==> src/rtl/fixvec_irq_pkg.sv <==
package fixvec_irq_pkg;

    localparam int HS_N  = 3;
    localparam int IDX_W = 3;

    typedef enum logic [2:0] {
        K_NONE,
        K_NMI,
        K_HS,
        K_GEN,
        K_SW
    } src_kind_e;

    typedef struct packed {
        src_kind_e            kind;
        logic [IDX_W-1:0]     idx;
    } grant_t;

    typedef enum logic {
        ST_IDLE,
        ST_GRANT
    } ctl_state_e;

endpackage

==> src/rtl/fixvec_irq_capture.sv <==
module fixvec_irq_capture
    import fixvec_irq_pkg::*;
(
    input  logic             clk,
    input  logic             rst_n,
    input  logic             nmi_in,
    input  logic [HS_N-1:0]  hs_req,
    input  logic             gen_req,
    input  logic             sw_valid,
    input  logic [IDX_W-1:0] sw_num,
    input  logic             nmi_done,
    input  logic             top_done,
    input  logic             top_flush,
    output logic             nmi_pend,
    output logic [HS_N-1:0]  hs_act,
    output logic             gen_q,
    output logic             sw_q,
    output logic [IDX_W-1:0] sw_idx_q
);

    logic            nmi_prev;
    logic [HS_N-1:0] hs_q;

    always_ff @(posedge clk or negedge rst_n) begin
        if (!rst_n) begin
            nmi_prev <= 1'b0;
            nmi_pend <= 1'b0;
            hs_q     <= '0;
            gen_q    <= 1'b0;
            sw_q     <= 1'b0;
            sw_idx_q <= '0;
        end else begin
            nmi_prev <= nmi_in;
            hs_q     <= hs_req;
            gen_q    <= gen_req;
            sw_q     <= sw_valid;
            sw_idx_q <= sw_num;
            if (!nmi_in)
                nmi_pend <= 1'b0;
            else if (!nmi_prev)
                nmi_pend <= 1'b1;
            else if (nmi_done)
                nmi_pend <= 1'b0;
        end
    end

    // top half-step line is edge-armed, the others follow their sampled level
    generate
        for (genvar k = 0; k < HS_N; k++) begin : g_hs
            if (k == HS_N - 1) begin : g_edge
                logic pend;
                always_ff @(posedge clk or negedge rst_n) begin
                    if (!rst_n)
                        pend <= 1'b0;
                    else if (top_flush)
                        pend <= 1'b0;
                    else if (hs_req[k] && !hs_q[k])
                        pend <= 1'b1;
                    else if (top_done)
                        pend <= 1'b0;
                end
                assign hs_act[k] = pend;
            end else begin : g_level
                assign hs_act[k] = hs_q[k];
            end
        end
    endgenerate

endmodule

==> src/rtl/fixvec_irq_prio.sv <==
module fixvec_irq_prio
    import fixvec_irq_pkg::*;
(
    input  logic             nmi_ok,
    input  logic [HS_N-1:0]  hs_ok,
    input  logic             gen_ok,
    input  logic             sw_ok,
    input  logic [IDX_W-1:0] sw_idx,
    output grant_t           sel
);

    // later assignments override earlier ones: lowest rank written first
    always_comb begin
        sel.kind = K_NONE;
        sel.idx  = '0;
        if (sw_ok) begin
            sel.kind = K_SW;
            sel.idx  = sw_idx;
        end
        if (gen_ok) begin
            sel.kind = K_GEN;
            sel.idx  = '0;
        end
        for (int k = 0; k < HS_N; k++) begin
            if (hs_ok[k]) begin
                sel.kind = K_HS;
                sel.idx  = IDX_W'(k);
            end
        end
        if (nmi_ok) begin
            sel.kind = K_NMI;
            sel.idx  = '0;
        end
    end

endmodule

==> src/rtl/fixvec_irq_ctrl.sv <==
module fixvec_irq_ctrl
    import fixvec_irq_pkg::*;
#(
    parameter int VEC_W        = 16,
    parameter int SLOT_SHIFT   = 3,
    parameter int NMI_SLOT     = 4,
    parameter int HS_BASE_SLOT = 5
) (
    input  logic               clk,
    input  logic               rst_n,
    input  logic               nmi_in,
    input  logic [HS_N-1:0]    hs_req,
    input  logic               gen_req,
    input  logic               sw_valid,
    input  logic [IDX_W-1:0]   sw_num,
    input  logic               cfg_wr,
    input  logic               cfg_mask_en,
    input  logic [HS_N-1:0]    cfg_mask,
    input  logic               cfg_clr75,
    input  logic               ie_set,
    input  logic               ie_clr,
    input  logic               ack,
    output logic               irq_out,
    output logic [VEC_W-1:0]   vec_out,
    output logic               ext_opcode,
    output logic [2*HS_N:0]    status_out
);

    localparam int              HALF    = 1 << (SLOT_SHIFT - 1);
    localparam logic [VEC_W-1:0] NMI_VEC = VEC_W'((NMI_SLOT << SLOT_SHIFT) + HALF);

    ctl_state_e        state_q, state_d;
    grant_t            gnt_q, sel;
    logic [HS_N-1:0]   mask_q;
    logic              ie_q;

    logic              nmi_pend, gen_q, sw_q;
    logic [HS_N-1:0]   hs_act, hs_ok;
    logic [IDX_W-1:0]  sw_idx_q;
    logic              grant_now, ack_now, sel_maskable;

    assign grant_now    = (state_q == ST_IDLE) && (sel.kind != K_NONE);
    assign ack_now      = (state_q == ST_GRANT) && ack;
    assign sel_maskable = (sel.kind == K_HS) || (sel.kind == K_GEN);
    assign hs_ok        = hs_act & ~mask_q & {HS_N{ie_q}};

    fixvec_irq_capture u_cap (
        .clk       (clk),
        .rst_n     (rst_n),
        .nmi_in    (nmi_in),
        .hs_req    (hs_req),
        .gen_req   (gen_req),
        .sw_valid  (sw_valid),
        .sw_num    (sw_num),
        .nmi_done  (ack_now && gnt_q.kind == K_NMI),
        .top_done  (ack_now && gnt_q.kind == K_HS && gnt_q.idx == IDX_W'(HS_N - 1)),
        .top_flush (cfg_wr && cfg_clr75),
        .nmi_pend  (nmi_pend),
        .hs_act    (hs_act),
        .gen_q     (gen_q),
        .sw_q      (sw_q),
        .sw_idx_q  (sw_idx_q)
    );

    fixvec_irq_prio u_prio (
        .nmi_ok (nmi_pend && nmi_in),
        .hs_ok  (hs_ok),
        .gen_ok (gen_q && ie_q),
        .sw_ok  (sw_q),
        .sw_idx (sw_idx_q),
        .sel    (sel)
    );

    // state register
    always_ff @(posedge clk or negedge rst_n) begin
        if (!rst_n)
            state_q <= ST_IDLE;
        else
            state_q <= state_d;
    end

    // transitions IDLE_TO_GRANT and GRANT_TO_IDLE
    always_comb begin
        state_d = state_q;
        unique case (state_q)
            ST_IDLE:  if (sel.kind != K_NONE) state_d = ST_GRANT;
            ST_GRANT: if (ack)                state_d = ST_IDLE;
            default:                          state_d = ST_IDLE;
        endcase
    end

    // winner, mask and global enable
    always_ff @(posedge clk or negedge rst_n) begin
        if (!rst_n) begin
            gnt_q  <= '{kind: K_NONE, idx: '0};
            mask_q <= '1;
            ie_q   <= 1'b0;
        end else begin
            if (grant_now)
                gnt_q <= sel;
            if (cfg_wr && cfg_mask_en)
                mask_q <= cfg_mask;
            if (grant_now && sel_maskable)
                ie_q <= 1'b0;
            else if (ie_clr)
                ie_q <= 1'b0;
            else if (ie_set)
                ie_q <= 1'b1;
        end
    end

    // outputs
    always_comb begin
        irq_out    = (state_q == ST_GRANT);
        vec_out    = '0;
        ext_opcode = 1'b0;
        if (state_q == ST_GRANT) begin
            unique case (gnt_q.kind)
                K_NMI:   vec_out = NMI_VEC;
                K_HS:    vec_out = VEC_W'(((HS_BASE_SLOT + int'(gnt_q.idx)) << SLOT_SHIFT) + HALF);
                K_SW:    vec_out = VEC_W'(int'(gnt_q.idx) << SLOT_SHIFT);
                K_GEN:   ext_opcode = 1'b1;
                default: vec_out = '0;
            endcase
        end
    end

    assign status_out = {hs_act, ie_q, mask_q};

endmodule

==> config.mk <==
export PLATFORM = sky130hd
export DESIGN_NAME = fixvec_irq_ctrl
export DESIGN_NICKNAME = d
export VERILOG_FILES = /design/src/rtl/fixvec_irq_pkg.sv /design/src/rtl/fixvec_irq_capture.sv /design/src/rtl/fixvec_irq_prio.sv /design/src/rtl/fixvec_irq_ctrl.sv
export SDC_FILE = /design/constraint.sdc
export NUM_CORES = 1
export LEC_CHECK = 0
export ABC_AREA = 1
export BUFFER_PORTS_ARGS = -buffer_cell sky130_fd_sc_hd__buf_2
export CORE_ASPECT_RATIO = 1.2
export CORE_UTILIZATION = 47
export DETAILED_ROUTE_END_ITERATION = 10
export HOLD_SLACK_MARGIN = 0.12
export PLACE_DENSITY_LB_ADDON = 0.15
export SYNTH_ARGS = -nofsm -noshare
export SYNTH_HDL_FRONTEND = slang
export SYNTH_SLANG_ARGS = --single-unit
==> constraint.sdc <==
create_clock -name clk -period 1.68 [get_ports clk]
set_input_delay 0.336 -clock clk [delete_from_list [all_inputs] [get_ports clk]]
set_output_delay 0.336 -clock clk [all_outputs]
set_load 0.01 [all_outputs]
==> results.cfg <==
[outcome]
status = complete, but fails checks
violated_checks = setup timing

[global_routing]
grt_antenna_before_repair = 0
grt-ovfl-total = 0
first_global_vias = 888
total_global_route_track_usage_pct = 17.5
grt_first_pass_wirelength_um = 3430
grt_start_max_net_pins = 23

[timing]
fmax_mhz = 541
timing.setup.tns_ns = -0.283
clock_skew_ns = 0.00913
final.period_utilization_pct = 110
setup_viol_count_final = 3
final.min_clock_period_ns = 1.85
hold_viol_final = 0
timing_max_transition_violations_final = 0
rsz0062_at_grt = true
post-route-worst-setup-slack_ns = -0.167

[worst_setup_path]
worst-setup-path-type = register to primary output
r2r.worst_path.cells = 9
cp_cell_sequence = inv_1 -> ha_1 -> or2_1 -> a21oi_1 -> buf_2
critical_path_arrival_ns = 1.51
timing.critical_path.from_type = register
critical_path.endpoint_type = primary output
critical_path.reg2reg.endpoint = gnt_q[1]
data_required_time_of_the_worst_path_ns = 1.34
cpPeakStageDelay_ns = 0.42
slowest_stage = sky130_fd_sc_hd__dfrtp_1
worstReg2RegStart = mask_q[0]
ff2ff_setup_slack_ns = 0.36
critPathMaxFanout = 4

[layout]
layout.nets = 198
layout.cells.most_common = sky130_fd_sc_hd__buf_2
mostFrequentLayoutCells = sky130_fd_sc_hd__buf_2 (33), sky130_fd_sc_hd__nand2_1 (32), sky130_fd_sc_hd__dfrtp_1 (19), sky130_fd_sc_hd__inv_1 (11), sky130_fd_sc_hd__conb_1 (11)
multi_input_area_um2 = 472
diodes = 0
final_layout_size_suffix_gt1_share_pct = 33.7
final_cell_area_um2 = 1400
synthToLayoutAreaGrowth_pct = 21.7
seq_area_um2 = 554
final.fill_count = 236

[drt]
drtIter0Drc = 7
dr.pass1.iters = 6
drt-wirelength-per-cell_um = 10.2
wire_length_reported_by_the_detailed_router_um = 2100
postRouteAntennaNets = 0
detail_route.drc_violations = 0
num_vias = 978
vias_per_cell = 4.75

[logic_synthesis]
most_area_consuming_cells_after_synthesis = sky130_fd_sc_hd__dfrtp_1 (41%), sky130_fd_sc_hd__nand2_1 (10%), sky130_fd_sc_hd__buf_4 (9.8%), sky130_fd_sc_hd__dfstp_2 (6.8%), sky130_fd_sc_hd__inv_1 (4.6%)
synth.yosys.warnings = 0
yosys.area.top_type = sky130_fd_sc_hd__dfrtp_1
mean_area_per_synthesized_cell_um2 = 8.61
synth.cell_area_um2 = 1150
synthesis.instances = 134
synth_top_area_share_pct = 41.2
synth.lib_cells_used.distinct = 28
postSynthRegisterBits = 22
yosysSeqAreaShare_pct = 48.0

[die]
die_outline_area_um2 = 2660
pin_count = 45
design.core.area_um2 = 2310
floorplan.rows = 19
floorplan.initialDensity_pct = 50.0
die_y_um = 56.3
floorplan.die.width_um = 47.2

[place]
place_ws_ns = 0.101
io_buffer_count = 33
post_dp_cell_area_um2 = 1280
gp_congestion = 0.870
detailedPlacementHpwl_um = 1590

[clock_network]
cts_max_path_buffers = 2
cts_buffers = 3
cts.clk_slew.worst_paths_ns = 0.12
clock_latency_ns = 0.31
clkSinkCount = 22
htreeDepth = 1
cts_tree = yes
clk_root_buffer_cell = sky130_fd_sc_hd__clkbuf_4

[worst_hold_path]
hold_path_class = primary input to register
hp-start = hs_req[0]
min_path_cells = 1
min_delay_worst_endpoint = u_cap.hs_q[0]

[power_and_ir_drop]
cellPowerDensity_nw_per_um2 = 1160
static-leakage-power_nw = 0.766
ir_drop_uv = 697

[run]
maxCapViolations = 0
-- synthesized netlist by cell type --
cell / count
sky130_fd_sc_hd__or2_1: 1
sky130_fd_sc_hd__a21boi_0: 1
sky130_fd_sc_hd__a21oi_2: 1
sky130_fd_sc_hd__inv_1: 14
sky130_fd_sc_hd__mux2_2: 2
sky130_fd_sc_hd__nand2_1: 32
sky130_fd_sc_hd__nor2_2: 3
sky130_fd_sc_hd__clkinv_1: 1
sky130_fd_sc_hd__a21oi_1: 8
sky130_fd_sc_hd__nor3_1: 1
sky130_fd_sc_hd__buf_4: 15
sky130_fd_sc_hd__inv_2: 1
sky130_fd_sc_hd__dfrtp_1: 19
sky130_fd_sc_hd__dfstp_2: 3
sky130_fd_sc_hd__a22oi_1: 3
sky130_fd_sc_hd__nor2_1: 6
sky130_fd_sc_hd__xnor2_1: 1
sky130_fd_sc_hd__nand4_1: 1
sky130_fd_sc_hd__nand3_2: 2
sky130_fd_sc_hd__nor4_1: 1
sky130_fd_sc_hd__nand2_4: 1
sky130_fd_sc_hd__nand3_1: 7
sky130_fd_sc_hd__o21ai_1: 1
sky130_fd_sc_hd__conb_1: 1
sky130_fd_sc_hd__buf_2: 1
sky130_fd_sc_hd__o21ai_0: 4
sky130_fd_sc_hd__nand2_2: 1
sky130_fd_sc_hd__ha_1: 2
-- kinds of logic after synthesis --
logic type                 after synthesis  share of synthesized area, %
adders and majority gates                2                          2.17
xor gates and xnor gates                 1                         0.759
muxes                                    2                          1.95
other                                    1                         0.325
buffers and inverters                   32                          15.4
and+or+nand+nor                         56                          22.3
AOI/OAI and AO/OA                       18                          9.00
DFF                                     22                          48.0
-- power by group --
part / internal [mW] / total [mW] / switching [mW]
registers: 0.636 / 0.742 / 0.106
clock network: 0.0928 / 0.247 / 0.154
logic: 0.274 / 0.641 / 0.367
-- worst max path at each step --
stage | startpoint | endpoint | cells past startpoint | slack, ns
floorplan | gnt_q[0] | vec_out[4] | 4 | 0.21
global placement | gnt_q[0] | vec_out[4] | 5 | 0.16
detailed placement | gnt_q[0] | vec_out[4] | 5 | 0.10
CTS | gnt_q[0] | vec_out[4] | 5 | -0.19
global route | gnt_q[0] | vec_out[4] | 5 | -0.23
finish | gnt_q[0] | vec_out[4] | 5 | -0.17
-- state kept, by name (all words and copies together), names as in the netlist --
signal and count:
u_cap.nmi_prev 1, ie_q 1, gnt_q 6, irq_out 1
u_cap.sw_idx_q 3, u_cap.nmi_pend 1, u_cap.sw_q 1, u_cap.hs_q 3
mask_q 3, u_cap.gen_q 1, u_cap.g_hs.g_edge.pend 1
-- timing repair --
item                                    in CTS  in global routing
hold endpoints to repair                    21                  2
resized for setup                            3                  2
endpoints found under the setup margin       3                  5
gates cloned                                 0                  0
hold buffers                                 3                  2
buffers inserted                             5                  0
pin swaps                                    3                  2
-- stage by stage --
step	utilization [%]	total power, mW	std cells	hold slack, ns
finish	60.9	1.63	206	0.128
global route	60.9	1.74	206	0.121
detailed placement	55.4	1.29	192	0.326
floorplan	-	1.13	144	0.0404
global placement	55.4	1.26	192	0.317
CTS	59.7	1.61	204	0.123
-- routing by layer --
| metal | vias to the layer above | GRT usage (%) | wire length, um | share of wire, % |
|---|---|---|---|---|
| met5 | - | 0 | 0 | 0 |
| met4 | 0 | 7.35 | 38 | 1.8 |
| met3 | 5 | 1.93 | 73 | 3.5 |
| met2 | 34 | 30.9 | 1120 | 53 |
| met1 | 453 | 20.1 | 874 | 42 |
| li1 | 486 | - | - | - |
-- worst max-delay path, delay by kind of cell (launching register included) --
family	cells	cell delay (ns)
buf+inv	2	0.20
compound gates	1	0.11
flops	1	0.42
simple gates	1	0.20
fa+ha+maj	1	0.27
-- area by class of cell --
class                      instances  share of cell area, %
tap                               31                   2.76
timing repair buffer              43                   18.0
inverter                          16                   4.28
clock buffer                       4                   1.87
sequential                        22                   39.5
multi-input combinational         90                   33.6
Note: power is estimated with default switching activity, not from simulation.
